File: config.mk
export PLATFORM = sky130hd
export DESIGN_NAME = jk_shift4
export DESIGN_NICKNAME = d
export VERILOG_FILES = /design/src/rtl/jksr_pkg.sv /design/src/rtl/jksr_entry.sv /design/src/rtl/jksr_stages.sv /design/src/rtl/jk_shift4.sv
export SDC_FILE = /design/constraint.sdc
export NUM_CORES = 1
export LEC_CHECK = 0
export CAP_MARGIN = 5
export CORE_AREA = 2 2 39 41
export CTS_BUF_LIST = sky130_fd_sc_hd__clkbuf_4
export DETAILED_ROUTE_END_ITERATION = 7
export DIE_AREA = 0 0 41 43
export PLACE_DENSITY = 0.37
export SYNTH_ARGS = -nofsm -noshare
export SYNTH_HDL_FRONTEND = slang
export SYNTH_HIERARCHICAL = 1
export SYNTH_SLANG_ARGS = --single-unit
File: constraint.sdc
create_clock -name clk -period 2.7 [get_ports clk]
set_input_delay 0.27 -clock clk [delete_from_list [all_inputs] [get_ports clk]]
set_output_delay 0.27 -clock clk [all_outputs]
set_load 0.03 [all_outputs]
File: src/rtl/jksr_pkg.sv
package jksr_pkg;
  typedef enum logic {
    MODE_LOAD  = 1'b0,
    MODE_SHIFT = 1'b1
  } jksr_mode_e;

  // next value of the head stage from the J / active-low K pair
  function automatic logic jk_next(input logic j, input logic k_n, input logic cur);
    logic r;
    unique case ({j, k_n})
      2'b00:   r = 1'b0;
      2'b01:   r = cur;
      2'b10:   r = ~cur;
      default: r = 1'b1;
    endcase
    return r;
  endfunction
endpackage

File: src/rtl/jksr_entry.sv
module jksr_entry (
  input  logic j,
  input  logic k_n,
  input  logic cur,
  output logic nxt
);
  import jksr_pkg::*;
  always_comb nxt = jk_next(j, k_n, cur);
endmodule

File: src/rtl/jksr_stages.sv
module jksr_stages #(
  parameter int STAGES = 4
) (
  input  logic              clk,
  input  logic              clr_n,
  input  logic              shift_en,
  input  logic              head_bit,
  input  logic [STAGES-1:0] par_d,
  output logic [STAGES-1:0] q
);
  import jksr_pkg::*;
  localparam int LAST = STAGES - 1;

  jksr_mode_e        mode;
  logic [STAGES-1:0] q_r;
  logic [STAGES-1:0] q_nxt;
  logic              load_evt;
  logic              shift_evt;

  assign mode      = jksr_mode_e'(shift_en);
  assign load_evt  = (mode == MODE_LOAD);
  assign shift_evt = (mode == MODE_SHIFT);

  for (genvar i = 0; i < STAGES; i++) begin : g_stage
    if (i == 0) begin : g_head
      assign q_nxt[i] = shift_evt ? head_bit : par_d[i];
    end else begin : g_body
      assign q_nxt[i] = shift_evt ? q_r[i-1] : par_d[i];
    end
  end

  always_ff @(posedge clk or negedge clr_n) begin
    if (!clr_n) q_r <= '0;
    else        q_r <= q_nxt;
  end

  assign q = q_r;

  p_load_capture_r1: assert property (@(posedge clk) disable iff (!clr_n)
    load_evt |=> q == $past(par_d));
  p_shift_chain_r3: assert property (@(posedge clk) disable iff (!clr_n)
    shift_evt |=> q[LAST:1] == $past(q[LAST-1:0]));
  p_clear_zero_r5: assert property (@(posedge clk)
    !clr_n |-> q == '0);
endmodule

File: src/rtl/jk_shift4.sv
module jk_shift4 #(
  parameter int STAGES = 4
) (
  input  logic              clk,
  input  logic              clr_n,
  input  logic              shift_en,
  input  logic              j_in,
  input  logic              k_n_in,
  input  logic [STAGES-1:0] par_d,
  output logic [STAGES-1:0] q,
  output logic              q_last_n
);
  localparam int LAST = STAGES - 1;

  logic head_nxt;
  logic [STAGES-1:0] stage_q;

  jksr_entry u_entry (
    .j   (j_in),
    .k_n (k_n_in),
    .cur (stage_q[0]),
    .nxt (head_nxt)
  );

  jksr_stages #(.STAGES(STAGES)) u_stages (
    .clk      (clk),
    .clr_n    (clr_n),
    .shift_en (shift_en),
    .head_bit (head_nxt),
    .par_d    (par_d),
    .q        (stage_q)
  );

  assign q        = stage_q;
  assign q_last_n = ~stage_q[LAST];

  // each J-K code checked separately
  p_entry_reset_r4: assert property (@(posedge clk) disable iff (!clr_n)
    (shift_en && !j_in && !k_n_in) |=> q[0] == 1'b0);
  p_entry_set_r4: assert property (@(posedge clk) disable iff (!clr_n)
    (shift_en && j_in && k_n_in) |=> q[0] == 1'b1);
  p_entry_hold_r4: assert property (@(posedge clk) disable iff (!clr_n)
    (shift_en && !j_in && k_n_in) |=> $stable(q[0]));
  p_entry_toggle_r4: assert property (@(posedge clk) disable iff (!clr_n)
    (shift_en && j_in && !k_n_in) |=> q[0] != $past(q[0]));
  p_complement_r7: assert property (@(posedge clk) disable iff (!clr_n)
    q_last_n != q[LAST]);
endmodule

== Word-level counts from Yosys, hierarchy flattened ==
Cells that the tools add are included.

* Memory bits (writable): 0
* Output and inout bits: 5
* Word-level logic and storage cells: 13
* Latch bits: 0
* Memories: 0
* Flip-flop bits (word level): 4
* Bits in read-only memories: 0
* Bits of input ports: 9

* Multipliers: 0
* Equal/unequal tests: 3
* Mux-type cells: 5
* Add/sub/neg operators: 0
* Shifts and indexed selects: 0
* Reductions and logical operators: 1
* $lt $le $gt $ge: 0
* Bitwise operators: 2
* Div/mod/pow operators: 0

{| class="wikitable"
|+ Operator list
! operator !! number
|-
| $mux W1 || 4
|-
| $pmux W1 S3 || 1
|-
| $eq A2 B1 Y1 const B || 1
|-
| $eq A2 B2 Y1 const B || 1
|-
| $logic_not A2 Y1 || 1
|-
| $ne A2 B2 Y1 const B || 1
|-
| $not A1 Y1 || 2
|}

== Longest topological paths before layout ==
* Depth in word-level cells: 3
* Gate-level depth with buffers: 2
* Mapped depth without buffers: 2

== Cells and area by module ==
Netlist, hierarchy kept.

{| class="wikitable"
|+ Modules (own cells, without submodules)
! module !! times used !! area each (um^2) !! seq. area each (um^2) !! cells an instance
|-
| jksr_stages || 1 || 145.1 || 100.1 || 8
|-
| jksr_entry || 1 || 15.0 || 0.0 || 1
|-
| jk_shift4 || 1 || 3.8 || 0.0 || 1
|}

== Worst setup path before layout ==
Ideal clock, no wire load.

* Path type: reg2reg
* From: register u_stages.q_r[0] (netlist: u_stages/q[0])
* To: register u_stages.q_r[0] (netlist: u_stages/q[0])
* Clock period less this slack: 1211 ps
* Cell stages (with the launch flop): 3
* Path slack: 1489 ps
* Arrival: 1087 ps
* Path buffers: 0
* Required time: 2575 ps
* Library setup time: 125 ps
* Cell sequence: dfrtp_1 > mux2_4 > mux2_2

* Longest elaborated chain between the ends: 3

{| class="wikitable"
|+ Ends and longest elaborated chain
! item !! line !! RTL
|-
| start: declaration || jksr_stages.sv:15 || <nowiki>logic [STAGES-1:0] q_r;</nowiki>
|-
| start signal: assignment || jksr_stages.sv:34 || <nowiki>else q_r <= q_nxt;</nowiki>
|-
| $not A1 Y1 || jksr_pkg.sv:13 || <nowiki>2'b10: r = ~cur;</nowiki>
|-
| $pmux W1 S3 || jksr_pkg.sv:10 || <nowiki>unique case ({j, k_n})</nowiki>
|-
| via head_nxt || jk_shift4.sv:15 || <nowiki>logic head_nxt;</nowiki>
|-
| $mux W1 || jksr_stages.sv:26 || <nowiki>assign q_nxt[i] = shift_evt ? head_bit : par_d[i];</nowiki>
|-
| via u_stages.q_nxt[0] || jksr_stages.sv:16 || <nowiki>logic [STAGES-1:0] q_nxt;</nowiki>
|}

The timed path passes the listed nets, and every way through them passes these cells.
A chain may end at the register's enable or synchronous reset.

== Worst setup path after layout ==
* From: register u_stages.q_r[0] (netlist: u_stages/q[0])
* To: output q[0]

{| class="wikitable"
|+ RTL lines
! item !! line !! RTL
|-
| end: declaration || jk_shift4.sv:10 || <nowiki>output logic [STAGES-1:0] q,</nowiki>
|}

No word-level cell between the ends.

==> flow_summary.toml <==
[synthesis]
syn_nets = 19
yosys-top-cells-count = "4 x dfrtp_1, 4 x mux2_2, 1 x inv_1, 1 x mux2_4"
async_flop_share_pct = 100
ys_dominant_reg_cell = "dfrtp_1"
yosysWarnings = 6
ys_seq_area_share_pct = 61.1
yosysTopAreaCellShare_pct = 61.1
synth-seq-cells = 4
synth_area_um2 = 164
syn_avg_cell_area_um2 = 16.4
synth-edff-count = 0
synth.distinct_cells = 4
yosysTopAreaCell = "dfrtp_1"
synthTopCellsByArea = "dfrtp_1 61%, mux2_2 27%, mux2_4 9.2%, inv_1 2.3%"
synth_cells = 10

[clock_tree]
post_cts_buffers = 0
clkTransAtPathRegs_ps = 40
h-tree-depth = 1
cts-buffers-inserted = 3
cts_root_buf = "clkbuf_4"
clockBufferDepth = 2
ctsResizeCount = 0
postCtsHoldBufs = 0
cts_tree = "built"
clk_latency_ps = 230
cts_sinks = 4

[die]
dieHeight_um = 43
core_um2 = 1380
rows = 14
start_util_pct = 11.8
io_pins = 14
die_area_um2 = 1760
die_w_um = 41

[place]
placed_cells = 39
dp_slack_ps = 1370
gp_congestion = 0.567
port_buffers = 13

[status]
status = "complete, no violations"

[cells_and_area]
n_antenna_cell = 0
nets = 37
largest_reg_flops = 4
utilization_pct = 24.3
instances_no_fill = 42
fillers = 142
area_growth_pct = 105
drive_gt1_share_pct = 30.8

[power_and_ir_drop]
seq_power_share_pct = 35.6
combPwrFrac_pct = 27.6
p_sw_share_pct = 25.6
leakage_nw = 0.140
vdd.ir_drop.worst_mv = 0.142
internal-power_mw = 0.147
pwr-share-clk_pct = 36.9
fin_total_pwr_mw = 0.197
power.net_switching_mw = 0.0505
power.density_nw_per_um2 = 585

[detailed_routing]
wl_um = 405
via_per_inst = 3.33
avgRoutedWirePerCell_um = 9.64
via_count = 140
firstDrtPassIters = 2
ant_nets = 0
drc_errors = 0
drtIter0Drc = 1

[timing]
rsz0062_at_grt = "no"
fmax_ghz = 0.636
max_slew_margin_pct = 79.3
setup_viol = 0
finalMaxSlewViolations = 0
setup_tns_ps = 0
worst_slack_ps = 1130
fin_crit_sh_pct = 58.2
fin_crit_ps = 1570
fin_skew_ps = 3.84
timing_hold_violations_final = 0
tightest_slew_ps = 309

[setup_path]
cp.required_ps = 2430
critical_path_buf_inv_count = 1
crit_chain = "clkdlybuf4s50_1"
worstSetupEndpointType = "output port"
arrival_ps = 1300
cp_max_fo = 3
path_delay_family = "buffers and inverters"
cpMaxStageDelayCell = "clkdlybuf4s50_1"
crit_path_start_kind = "flop"
crit_path_max_incr_delay_ps = 690
worstSetupPathType = "flop to output port"

[grt]
grtUsageTotal_pct = 5.74
grt-busiest-layer = "met4"
grt_max_degree = 5
grt_overflow = 0
use_met1_pct = 6.17
use_met2_pct = 6.25
grt_pass1_wl_um = 593
grtUsageMet3_pct = 3.14
antenna_found_initial = 0
grt_pass1_vias = 162

[job]
cap_viol_max_count = 0

[worst_hold_path]
hold_class = "input pin to asynchronous set/reset pin"
[layout by cell type (no fill, tap or decap), drive strengths merged]
| cell type | instances |
|---|---|
| inv | 1 |
| mux2 | 5 |
| clkbuf | 3 |
| clkdlybuf4s50 | 13 |
| dfrtp | 4 |
[area by class of cell]
class                           count  area, um^2  share of cell area, %
Tap cell                           16        20.0                   5.95
Timing Repair Buffer               13         130                   38.7
Multi-Input combinational cell      5        60.1                   17.8
Sequential cell                     4         100                   29.7
Clock buffer                        3        22.5                   6.69
Inverter                            1        3.75                   1.12
[layer usage]
| layer | vias to the layer above | share of wire (%) |
|---|---|---|
| li1 | 67 | - |
| met1 | 59 | 42 |
| met2 | 14 | 39 |
| met3 | 0 | 18 |
| met4 | 0 | 0 |
| met5 | - | 0 |
[final timing paths]
kind                                    start       endpoint  slack, ps  cells past startpoint
worst max-delay path            u_stages/q[0]           q[0]       1130                      1
worst min-delay path                    clr_n  u_stages/q[3]        250                      1
worst min register to register  u_stages/q[1]  u_stages/q[2]        510                      1
min in group clk                u_stages/q[1]  u_stages/q[2]        510                      1
max in group asynchronous               clr_n  u_stages/q[1]       2270                      1
worst max register to register  u_stages/q[0]  u_stages/q[0]       1630                      2
[power groups by stage]
stage | sequential [mW] | combinational [mW] | clock (mW)
CTS | 0.0701 | 0.0551 | 0.0787
finish | 0.0700 | 0.0543 | 0.0726
floorplan | 0.0829 | 0.0127 | 0
detailed placement | 0.0708 | 0.0550 | 0
global placement | 0.0706 | 0.0545 | 0
global route | 0.0707 | 0.0578 | 0.0810
[cells by family (layout without fill, tap and decap cells)]
family / count (synthesis) / count (layout) / share of synthesized area (%)
buffers and inverters: 1 / 17 / 2.29
muxes: 5 / 5 / 36.6
DFF: 4 / 4 / 61.1
[per-stage QoR]
| stage | cell area [um^2] | hold WS [ps] |
|---|---|---|
| 2_1_floorplan | 164 | -25.6 |
| 3_3_place_gp | 314 | 494 |
| 3_5_place_dp | 314 | 500 |
| 4_1_cts | 337 | 246 |
| 5_1_grt | 337 | 264 |
| 6_report | 337 | 249 |
[worst reg2reg max path: cells and delay by family (launching register included)]
| kind | cells | cell delay [ps] |
|---|---|---|
| flip-flops | 1 | 400 |
| multiplexers | 2 | 560 |
No activity file was read; power rests on OpenSTA's default activity.
